### src/rtl/hwrst_pkg.sv
package hwrst_pkg;

   typedef enum logic [1:0] {
      PH_IDLE = 2'd0,
      PH_SEQ  = 2'd1,
      PH_PIN  = 2'd2,
      PH_LOCK = 2'd3
   } rst_phase_t;

   typedef struct packed {
      logic pon;
      logic lng;
      logic shrt;
   } cause_t;

endpackage

### src/rtl/hwrst_sync.sv
module hwrst_sync #(
   parameter int   STAGES  = 2,
   parameter logic IDLE_LV = 1'b1
) (
   input  logic clk,
   input  logic arst,
   input  logic din,
   output logic dout
);
   logic [STAGES-1:0] chain;

   genvar gi;
   generate
      for (gi = 0; gi < STAGES; gi++) begin : g_stage
         if (gi == 0) begin : g_first
            always_ff @(posedge clk or posedge arst) begin
               if (arst) chain[gi] <= IDLE_LV;
               else      chain[gi] <= din;
            end
         end else begin : g_next
            always_ff @(posedge clk or posedge arst) begin
               if (arst) chain[gi] <= IDLE_LV;
               else      chain[gi] <= chain[gi-1];
            end
         end
      end
   endgenerate

   assign dout = chain[STAGES-1];
endmodule

### src/rtl/hwrst_seq_fsm.sv
module hwrst_seq_fsm
   import hwrst_pkg::*;
#(
   parameter int SEQ_LEN = 518,
   parameter int CNT_W   = 11
) (
   input  logic clk,
   input  logic por,
   input  logic pin_s,
   input  logic pll_mode,
   input  logic pll_lock,
   output logic core_rst,
   output logic det,
   output logic end_short,
   output logic end_long,
   output logic cfg_open
);
   localparam logic [CNT_W-1:0] LAST_ONE = CNT_W'(SEQ_LEN - 1);
   localparam logic [CNT_W-1:0] LAST_TWO = CNT_W'(2 * SEQ_LEN - 1);

   rst_phase_t       ph_q, ph_d;
   logic [CNT_W-1:0] cnt_q, cnt_d;
   logic             rst_q, rst_d;
   logic             dbl_q, dbl_d;
   logic             open_q, open_d;
   logic             seq_end, first_end, lock_wait;

   assign first_end = (ph_q == PH_SEQ) && (cnt_q == LAST_ONE);
   assign seq_end   = (ph_q == PH_SEQ) && (cnt_q == (dbl_q ? LAST_TWO : LAST_ONE));
   assign lock_wait = pll_mode && !pll_lock;

   always_comb begin
      ph_d      = ph_q;
      cnt_d     = cnt_q;
      rst_d     = rst_q;
      dbl_d     = dbl_q;
      open_d    = open_q | first_end;
      det       = 1'b0;
      end_short = 1'b0;
      end_long  = 1'b0;
      unique case (ph_q)
         PH_IDLE: begin
            if (!pin_s) begin
               ph_d   = PH_SEQ;
               cnt_d  = '0;
               rst_d  = 1'b1;
               dbl_d  = 1'b0;
               open_d = 1'b0;
               det    = 1'b1;
            end
         end
         PH_SEQ: begin
            cnt_d = cnt_q + 1'b1;
            if (seq_end) begin
               if (!pin_s) begin
                  end_long = 1'b1;
                  ph_d     = PH_PIN;
               end else begin
                  end_short = 1'b1;
                  if (lock_wait) begin
                     ph_d = PH_LOCK;
                  end else begin
                     ph_d  = PH_IDLE;
                     rst_d = 1'b0;
                  end
               end
            end
         end
         PH_PIN: begin
            if (pin_s) begin
               if (lock_wait) begin
                  ph_d = PH_LOCK;
               end else begin
                  ph_d  = PH_IDLE;
                  rst_d = 1'b0;
               end
            end
         end
         PH_LOCK: begin
            if (!lock_wait) begin
               ph_d  = PH_IDLE;
               rst_d = 1'b0;
            end
         end
         default: ph_d = PH_IDLE;
      endcase
   end

   always_ff @(posedge clk or posedge por) begin
      if (por) begin
         ph_q   <= PH_SEQ;
         cnt_q  <= '0;
         rst_q  <= 1'b1;
         dbl_q  <= 1'b1;
         open_q <= 1'b0;
      end else begin
         ph_q   <= ph_d;
         cnt_q  <= cnt_d;
         rst_q  <= rst_d;
         dbl_q  <= dbl_d;
         open_q <= open_d;
      end
   end

   assign core_rst = rst_q;
   assign cfg_open = rst_q && (open_q || first_end);
endmodule

### src/rtl/hwrst_cfg_latch.sv
module hwrst_cfg_latch #(
   parameter int             CFG_W   = 8,
   parameter logic [CFG_W-1:0] CFG_RST = '0
) (
   input  logic             clk,
   input  logic             por,
   input  logic             open,
   input  logic [CFG_W-1:0] cfg_in,
   output logic [CFG_W-1:0] cfg_q
);
   genvar bi;
   generate
      for (bi = 0; bi < CFG_W; bi++) begin : g_bit
         always_ff @(posedge clk or posedge por) begin
            if (por)       cfg_q[bi] <= CFG_RST[bi];
            else if (open) cfg_q[bi] <= cfg_in[bi];
         end
      end
   endgenerate
endmodule

### src/rtl/hwrst_cause_flags.sv
module hwrst_cause_flags
   import hwrst_pkg::*;
(
   input  logic   clk,
   input  logic   por,
   input  logic   det,
   input  logic   end_short,
   input  logic   end_long,
   output cause_t cause
);
   always_ff @(posedge clk or posedge por) begin
      if (por) begin
         cause <= '{pon: 1'b1, lng: 1'b0, shrt: 1'b0};
      end else if (det) begin
         cause <= '0;
      end else begin
         if (end_short) cause.shrt <= 1'b1;
         if (end_long)  cause.lng  <= 1'b1;
      end
   end
endmodule

### src/rtl/hwrst_seq_ctrl.sv
module hwrst_seq_ctrl
   import hwrst_pkg::*;
#(
   parameter int               SEQ_LEN     = 518,
   parameter int               SYNC_STAGES = 2,
   parameter int               CFG_W       = 8,
   parameter logic [CFG_W-1:0] CFG_RST     = '0
) (
   input  logic             clk,
   input  logic             por,
   input  logic             rst_pin_n,
   input  logic             pll_mode,
   input  logic             pll_lock,
   input  logic [CFG_W-1:0] cfg_in,
   output logic             core_rst,
   output logic [CFG_W-1:0] cfg_q,
   output logic             flag_pon,
   output logic             flag_short,
   output logic             flag_long
);
   localparam int CNT_W = $clog2(2 * SEQ_LEN);

   generate
      if (SEQ_LEN < 4) begin : g_bad_len
         $error("SEQ_LEN must be at least 4");
      end
      if (SYNC_STAGES < 2) begin : g_bad_sync
         $error("SYNC_STAGES must be at least 2");
      end
      if (CFG_W < 1) begin : g_bad_cfg
         $error("CFG_W must be at least 1");
      end
   endgenerate

   logic   pin_s, det, end_short, end_long, cfg_open;
   cause_t cause;

   hwrst_sync #(.STAGES(SYNC_STAGES), .IDLE_LV(1'b1)) u_sync (
      .clk  (clk),
      .arst (por),
      .din  (rst_pin_n),
      .dout (pin_s)
   );

   hwrst_seq_fsm #(.SEQ_LEN(SEQ_LEN), .CNT_W(CNT_W)) u_fsm (
      .clk       (clk),
      .por       (por),
      .pin_s     (pin_s),
      .pll_mode  (pll_mode),
      .pll_lock  (pll_lock),
      .core_rst  (core_rst),
      .det       (det),
      .end_short (end_short),
      .end_long  (end_long),
      .cfg_open  (cfg_open)
   );

   hwrst_cfg_latch #(.CFG_W(CFG_W), .CFG_RST(CFG_RST)) u_cfg (
      .clk    (clk),
      .por    (por),
      .open   (cfg_open),
      .cfg_in (cfg_in),
      .cfg_q  (cfg_q)
   );

   hwrst_cause_flags u_flags (
      .clk       (clk),
      .por       (por),
      .det       (det),
      .end_short (end_short),
      .end_long  (end_long),
      .cause     (cause)
   );

   assign flag_pon   = cause.pon;
   assign flag_short = cause.shrt;
   assign flag_long  = cause.lng;
endmodule

### config.mk
export PLATFORM = sky130hd
export DESIGN_NAME = hwrst_seq_ctrl
export DESIGN_NICKNAME = d
export VERILOG_FILES = /design/src/rtl/hwrst_pkg.sv /design/src/rtl/hwrst_sync.sv /design/src/rtl/hwrst_seq_fsm.sv /design/src/rtl/hwrst_cfg_latch.sv /design/src/rtl/hwrst_cause_flags.sv /design/src/rtl/hwrst_seq_ctrl.sv
export SDC_FILE = /design/constraint.sdc
export NUM_CORES = 1
export LEC_CHECK = 0
export BUFFER_PORTS_ARGS = -buffer_cell sky130_fd_sc_hd__buf_2
export CAP_MARGIN = 10
export CORE_MARGIN = 5
export CORE_UTILIZATION = 54
export DETAILED_ROUTE_END_ITERATION = 7
export GPL_TIMING_DRIVEN = 0
export PLACE_DENSITY_LB_ADDON = 0.15
export REMOVE_ABC_BUFFERS = 1
export SYNTH_ARGS = -nofsm -noshare
export SYNTH_HDL_FRONTEND = slang
export SYNTH_SLANG_ARGS = --single-unit
export TNS_END_PERCENT = 5
### constraint.sdc
create_clock -name clk -period 2.5 [get_ports clk]
set_input_delay 0.5 -clock clk [delete_from_list [all_inputs] [get_ports clk]]
set_output_delay 0.5 -clock clk [all_outputs]
set_load 0.005 [all_outputs]
* After elaboration in Yosys (flattened, before gate mapping) *
Index checks and enable logic that the tools add are counted.

cells by class
  multiplexer cells = 27
  equality and inequality tests = 9
  $add $sub $neg = 1
  bitwise operators = 2
  reduce and logical (&&, ||, !) cells = 14

operators by type and width
  cell                     number
  $mux W11                 2
  $pmux W11 S2             1
  $mux W1                  15
  $mux W2                  7
  $add A11 B1 Y11 const B  1
  $eq A11 B10 Y1 const B   1
  $eq A11 B11 Y1           1
  $pmux W2 S4              1
  $ne A2 B2 Y1 const B     3
  $reduce_and A2 Y1        3
  $reduce_bool A2 Y1       3
  $eq A2 B2 Y1 const B     2
  $logic_and A1 B1 Y1      4
  $pmux W1 S4              1
  $reduce_and A4 Y1        1
  $eq A2 B1 Y1 const B     1
  $logic_not A2 Y1         1
  $ne A2 B1 Y1 const B     1
  $logic_not A1 Y1         1
  $logic_or A1 B1 Y1       1
  $not A1 Y1               1
  $or A1 B1 Y1             1

storage, ports and cells
  register bits after elaboration = 29

* Logic depth before layout (Yosys ltp) *
Gate-level depths: netlist of the first run.

  depth after elaboration = 7
  mapped depth = 8
  depth with buffers taken out = 7

* Cells and area by module *
A second synthesis of the first run with hierarchy kept.

unflattened totals
  cell total of the unflattened synthesis = 133
  area total of the unflattened synthesis = 1515.2 um2

by module, submodules not included
  module             area each (um2)  times used  cells an instance
  hwrst_seq_fsm      1017.2           1           105
  hwrst_cfg_latch    335.3            1           18
  hwrst_cause_flags  106.4            1           7
  hwrst_sync         56.3             1           3

* Least setup slack after synthesis of the first run *
Ideal clock, no wire load.

  kind = reg2reg
  start point = reg u_fsm.ph_q[0]
  end point = reg u_fsm.cnt_q[7]
  slack = 0.446 ns
  data required time = 2.422 ns
  stages on the path, launching flop included = 9
  arrival time = 1.975 ns
  library setup time = 0.078 ns
  path through = dfstp_2 inv_1 ha_1 clkbuf_2 nand2_2 o21ai_0 or3_1 or3_1 a21oi_1

between the ends
  cells in the longest elaborated chain, start to end = 3

RTL lines
  element                                                       RTL line             RTL
  start: declaration                                            hwrst_seq_fsm.sv:21  rst_phase_t ph_q, ph_d;
  start signal: assignment                                      hwrst_seq_fsm.sv:97  ph_q <= ph_d;
  $eq A2 B1 Y1 or $logic_not A2 Y1 (tied branches)              hwrst_seq_fsm.sv:41  unique case (ph_q)
  $reduce_bool A2 Y1 (no line) or $ne A2 B2 Y1 (tied branches)  --
  $reduce_and A2 Y1 (no line)                                   --
  end signal: assignment                                        hwrst_seq_fsm.sv:98  cnt_q <= cnt_d;
  end: declaration                                              hwrst_seq_fsm.sv:22  logic [CNT_W-1:0] cnt_q, cnt_d;

Several ways; a longest one is shown, not always the timed one.
A chain may end at the register's enable or synchronous reset.

* Final worst setup path of the first run *
  start point = reg u_fsm.ph_q[0]
  end point = reg u_fsm.cnt_q[9]

Same word-level chain as after synthesis.

==> results_dict.tcl, run 1 <==
set metrics [dict create \
    outcome "complete, no violations" \
    peakVddDrop_uv 380 \
    area_growth_syn_to_layout_pct 13.8 \
    cts.reportedPaths.clkPinSlew_ns 0.16 \
    cts_tree "built" \
    pre_cts_ws_ns 0.0971 \
    num_rows 18 \
    power_mw 0.805 \
    yosys.area.top_type "dfrtp_1" \
    h-tree-depth 1 \
    groute.usage.overall_pct 16.6 \
    hp-start "rst_pin_n" \
    leakagePower_nw 0.750 \
    pin_count 25 \
    timing.fmax_mhz 420 \
    grt_antenna_before_repair 0 \
    drt_iter0_drc 37 \
    final.setup.tns_ns 0 \
    vias_per_cell 5.59 \
    grt-ovfl-total 0 \
    port_buffers 24 \
    ys_warn_count 0 \
    drv_slew 0 \
    grt_setup_unrepaired "no" \
    route.detailed.drc 0 \
    grt_pass1_vias 1071 \
    grt_max_degree 29 \
    start_util_pct 56.8 \
    synth_cells 135 \
    critPathLaunchType "register" \
    hold_viol 0 \
    clock_path_buffers 2 \
    wl_per_cell_um 14.9 \
    yosysSeqAreaShare_pct 49.8 \
    antenna_cells 0 \
    min_path_type "input pin to register" \
    final_core_util_pct 64.6 \
    avgSynthCellArea_um2 10.5 \
    die_width_um 61.3 \
    drtAntennaViolNets 0 \
    grt_first_pass_wirelength_mm 4.61 \
    synthFlopType "dfrtp_1" \
    core_area_um2 2500 \
    clock_latency_ns 0.33 \
    die_y_um 61.3 \
    async_flop_share_pct 100 \
    worstPathRequired_ns 2.76 \
    drive_above_1_share_pct 32.7 \
    rr_worst_depth 5 \
    dp.final_hpwl_mm 2.06 \
    rrSetupSlack_ns 0.12 \
    synth-edff-count 0 \
    power.density_nw_per_um2 499 \
    cts.sinks 28 \
    synth_area_leaders "dfrtp_1 41%, dfstp_2 9.3%, mux2_2 6.3%" \
    routed_wl_mm 2.82 \
    cp_max_fo 14 \
    numCtsBuffers 3 \
    dieArea_um2 3750 \
    setup_viol 0 \
    crit_arrival_ns 2.64 \
    nets 179 \
    crit_type "register to register" \
    synth_top_area_share_pct 40.6 \
    post-route-period-util_pct 95.2 \
    hold_depth 1 \
    ys_ff_latch 28 \
    gp_congestion 0.813 \
    end_kind "register" \
    worst_slew_pin_slew_ns 1.02 \
    synth_area_um2 1420 \
    post_synth_num_cell_types 39 \
    r2r-end "u_fsm.cnt_q[9]" \
    vias 1057 \
    cap_viol_max_count 0 \
    postCtsHoldBufs 0 \
    crit-reg2reg-launch "u_fsm.ph_q[0]" \
    skew_ns 0.00669 \
    timing.final.ws_setup_ns 0.121 \
    dr.pass1.iters 4 \
    clock-root-buffer "clkbuf_4" \
    whs_endpoint "u_sync.chain[0]" \
    fin_crit_ns 2.38 \
    max_slew_margin_pct 31.8 \
]
[how the worst max path moves through the flow]
stage	start	endpoint	slack (ns)	cells past startpoint
2_1_floorplan	u_fsm.ph_q[0]	u_fsm.cnt_q[7]	0.46	5
3_3_place_gp	u_fsm.ph_q[0]	u_fsm.cnt_q[10]	0.11	6
3_5_place_dp	u_fsm.ph_q[0]	u_fsm.cnt_q[8]	0.1	6
4_1_cts	u_fsm.ph_q[0]	u_fsm.cnt_q[8]	0.008	6
5_1_grt	u_fsm.ph_q[0]	u_fsm.cnt_q[7]	0.005	5
6_report	u_fsm.ph_q[0]	u_fsm.cnt_q[9]	0.12	5
[cell usage after synthesis (2+ instances only)]
master and n:
a21oi_1 5, a22oi_1 3, a31oi_1 4, and2_1 2, and3_1 2, clkbuf_2 2, dfrtp_1 23, dfstp_2 5
ha_1 6, inv_1 7, mux2_2 8, nand2_1 9, nand2_2 2, nand3_1 5, nand4_1 2, nor2_1 16
o21ai_0 7, or3_1 3, xor2_1 4
[cell usage in the layout (no fill, tap or decap), types with 2 or more instances in the layout]
cell      synthesis  final
buf_2             0     24
dfrtp_1          23     23
nor2_1           16     16
nand2_1           9      9
mux2_2            8      8
inv_1             7      7
o21ai_0           7      7
ha_1              6      6
nand3_1           5      5
a21oi_1           5      5
dfstp_2           5      5
a31oi_1           4      4
xor2_1            4      4
a22oi_1           3      3
or3_1             3      3
clkbuf_4          0      3
nand2_2           2      2
and3_1            2      2
and2_1            2      2
nand4_1           2      2
[sequential cells by signal (all words and copies together), names as in the netlist]
| name | cells |
|---|---|
| u_fsm.ph_q | 2 |
| u_fsm.open_q | 1 |
| u_fsm.core_rst | 1 |
| u_sync.chain | 1 |
| u_fsm.cnt_q | 11 |
| u_cfg.cfg_q | 8 |
| u_flags.cause | 3 |
| u_sync.dout | 1 |
[worst max-delay path, stage by stage (launching register included)]
cell and delay (ns):
dfstp_2 0.58, ha_1 0.49, o21ai_0 0.27, or3_1 0.48, or3_1 0.33, a21oi_1 0.15
[final cells by class]
type / count / area, um2
tap: 30 / 37.5
clock inverter: 1 / 30.0
sequential: 28 / 707
fill: 214 / 886
clock buffer: 3 / 22.5
multi-input combinational: 96 / 671
inverter: 7 / 26.3
timing repair buffer: 24 / 120
[metrics by stage]
step / cells / instance area, um2 / hold WS (ns)
after CTS: 189 / 1610 / 0.229
after global routing: 189 / 1610 / 0.218
after floorplan: 131 / 1400 / 0.345
after global placement: 185 / 1560 / 0.346
final: 189 / 1610 / 0.248
after detailed placement: 185 / 1560 / 0.349
[report_power, final]
group / leakage [nW] / internal [mW] / switching [mW] / total, mW
registers: 0.341 / 0.463 / 0.00526 / 0.468
logic: 0.381 / 0.0188 / 0.0184 / 0.0372
clock network: 0.0279 / 0.162 / 0.137 / 0.299
[logic make-up after synthesis]
group           count (synthesis)  share of synthesized area, %
compound gates                 25                          12.0
fa+ha+maj                       6                          5.29
flops                          28                          49.8
buf+inv                        11                          3.35
mux                             8                          6.35
xor+xnor                        5                          3.09
simple gates                   52                          20.1
[per-layer routing]
| metal | share of wire (%) | global-route usage, % |
|---|---|---|
| met5 | 0 | 0 |
| met1 | 45 | 22.7 |
| met4 | 0.75 | 5.26 |
| met3 | 4.6 | 3.56 |
| met2 | 50 | 26.4 |
[repair_timing]
| action | in CTS | in global routing |
|---|---|---|
| buffers inserted | 0 | 0 |
| resized for setup | 0 | 1 |
| endpoints found under the setup margin | 0 | 3 |
No activity file was read; power rests on OpenSTA's default activity.
==> run 2, diff against run 1 <==
--- a/config.mk
+++ b/config.mk
@@ -10,7 +10,6 @@
 export CORE_MARGIN = 5
 export CORE_UTILIZATION = 54
 export DETAILED_ROUTE_END_ITERATION = 7
-export GPL_TIMING_DRIVEN = 0
 export PLACE_DENSITY_LB_ADDON = 0.15
 export REMOVE_ABC_BUFFERS = 1
 export SYNTH_ARGS = -nofsm -noshare
==> constraint.sdc (replaced) <==
create_clock -name clk -period 2.3 [get_ports clk]
set_input_delay 0.46 -clock clk [delete_from_list [all_inputs] [get_ports clk]]
set_output_delay 0.46 -clock clk [all_outputs]
set_load 0.005 [all_outputs]
==> run 2 against run 1 <==
Maximum frequency is 8.5% higher. First-iteration DRC count is 19% higher. Final area is 0.93% higher. Largest cell class unchanged. Highest routed layer unchanged.
==> results_dict.tcl, run 2 (synthesis gave the netlist of run 1 again) <==
set metrics [dict create \
    h-tree-depth 1 \
    start_util_pct 56.8 \
    dieArea_um2 3750 \
    pre_cts_ws_ns 0.130 \
    power_mw 0.784 \
    min_path_type "input pin to asynchronous set/reset pin" \
    routed_wl_mm 2.85 \
    nets 184 \
    path_buf_inv 1 \
    top_regs "u_fsm.cnt_q: 11 flops, u_cfg.cfg_q: 8 flops, u_flags.cause: 3 flops" \
    hold_viol 0 \
    post-route-period-util_pct 95.3 \
    grt_first_pass_wirelength_mm 4.93 \
    final_core_util_pct 65.2 \
    leakagePower_nw 0.766 \
    worstPathRequired_ns 2.55 \
    comb_power_share_pct 5.3 \
    wl_per_cell_um 14.7 \
    drt_iter0_drc 44 \
    peakVddDrop_uv 412 \
    area_growth_syn_to_layout_pct 14.8 \
    grt_setup_unrepaired "no" \
    die_y_um 61.3 \
    critical-path-top-delay-family "simple AND/OR/NAND/NOR gates" \
    p_int_mw 0.621 \
    layout_common_cells "24 x buf_2, 23 x dfrtp_1, 16 x nor2_1, 9 x nand2_1, 8 x mux2_2" \
    path_common_cell "or3_1" \
    clock-root-buffer "clkbuf_4" \
    cts_resized 0 \
    vias 1062 \
    timing.fmax_mhz 456 \
    cp_max_fo 6 \
    crit_chain "inv_1 -> ha_1 -> nand2_2 -> o21ai_0 -> or3_1 -> or3_1 -> a21oi_1" \
    cts.sinks 28 \
    clockPowerShare_pct 29.7 \
    crit_type "register to register" \
    port_buffers 24 \
    drtAntennaViolNets 0 \
    outcome "complete, no violations" \
    cts.reportedPaths.clkPinSlew_ns 0.14 \
    fillers 208 \
    mostFrequentLayoutCell "buf_2" \
    groute.usage.overall_pct 17.9 \
    power.density_nw_per_um2 481 \
    final.setup.tns_ns 0 \
    skew_ns 0.00272 \
    rrSetupSlack_ns 0.11 \
    core_area_um2 2500 \
    cap_viol_max_count 0 \
    gp_congestion 0.884 \
    r2r-end "u_fsm.cnt_q[7]" \
    max_slew_margin_pct 71.7 \
    die_width_um 61.3 \
    hold_ws_ns 0.175 \
    num_rows 18 \
    rr_worst_depth 7 \
    dp.final_hpwl_mm 2.14 \
    critPathLaunchType "register" \
    worst_slew_pin_slew_ns 0.419 \
    vias_per_cell 5.47 \
    p_sw_share_pct 20.7 \
    cts_tree "built" \
    grt-ovfl-total 0 \
    dr.pass1.iters 4 \
    regArea_um2 707 \
    crit-reg2reg-launch "u_fsm.ph_q[0]" \
    seq_power_share_pct 65.0 \
    end_kind "register" \
    route.detailed.drc 0 \
    slowest_delay_ns 0.58 \
    p_sw_mw 0.162 \
    drv_slew 0 \
    antenna_cells 0 \
    fin_crit_ns 2.19 \
    clock_path_buffers 2 \
    grt_pass1_vias 1114 \
    grt_max_degree 29 \
    multi_input_comb_area_um2 664 \
    timing.final.ws_setup_ns 0.108 \
    crit_arrival_ns 2.44 \
    pin_count 25 \
    setup_viol 0 \
    postCtsSetupRepairBufs 0 \
    largest_register "u_fsm.cnt_q" \
    clock_latency_ns 0.32 \
    worst_path_max_delay_cell "dfstp_2" \
    largest_reg_flops 11 \
    postCtsHoldBufs 0 \
    drive_above_1_share_pct 34.1 \
    grt_antenna_before_repair 0 \
    numCtsBuffers 3 \
]
run 2: changes by cell type in the layout (fill, tap and decap cells not counted), sizes merged:
cell    before  now
buf         24   29
bufinv       1    0
clkbuf       3    4
run 2: routing by layer:
layer	GRT usage (%)	part of all wire, %	vias up
li1	-	-	528
met1	23.8	46	510
met2	29.6	50	22
met3	2.73	3.6	2
met4	6.19	0.67	0
met5	0	0	-
run 2: worst max path at each step:
stage                              from             end  slack [ns]  cells past startpoint
after global placement    u_fsm.ph_q[0]  u_fsm.cnt_q[9]        0.30                      7
after CTS                 u_fsm.ph_q[0]  u_fsm.cnt_q[7]        0.11                      7
after floorplan           u_fsm.ph_q[0]  u_fsm.cnt_q[7]        0.26                      5
after global routing      u_fsm.ph_q[0]  u_fsm.cnt_q[7]       0.009                      7
after detailed placement  u_fsm.ph_q[0]  u_fsm.cnt_q[7]        0.13                      7
final                     u_fsm.ph_q[0]  u_fsm.cnt_q[7]        0.11                      7
run 2: power by group through the flow:
stage / registers, mW / clock network, mW / logic, mW
detailed placement: 0.518 / 0 / 0.0430
finish: 0.509 / 0.233 / 0.0417
floorplan: 0.518 / 0 / 0.0193
CTS: 0.509 / 0.246 / 0.0432
global placement: 0.517 / 0 / 0.0419
global route: 0.511 / 0.266 / 0.0481
run 2: cell type report:
type,instances,share of cell area (%)
flip-flops and latches,28,43.4
multi-input cells,96,40.8
repair buffers,29,9.68
clock buffers,4,2.23
well taps,30,2.30
inverters,7,1.61
run 2: through the flow:
step,instances,cell area (um2)
after floorplan,131,1400
after global placement,190,1590
after detailed placement,190,1590
after CTS,194,1630
after global routing,194,1630
final,194,1630
run 2: tightest hold or removal path, cell delays in order:
cell   delay, ns
buf_2       0.09
inv_1       0.04
buf_4       0.32
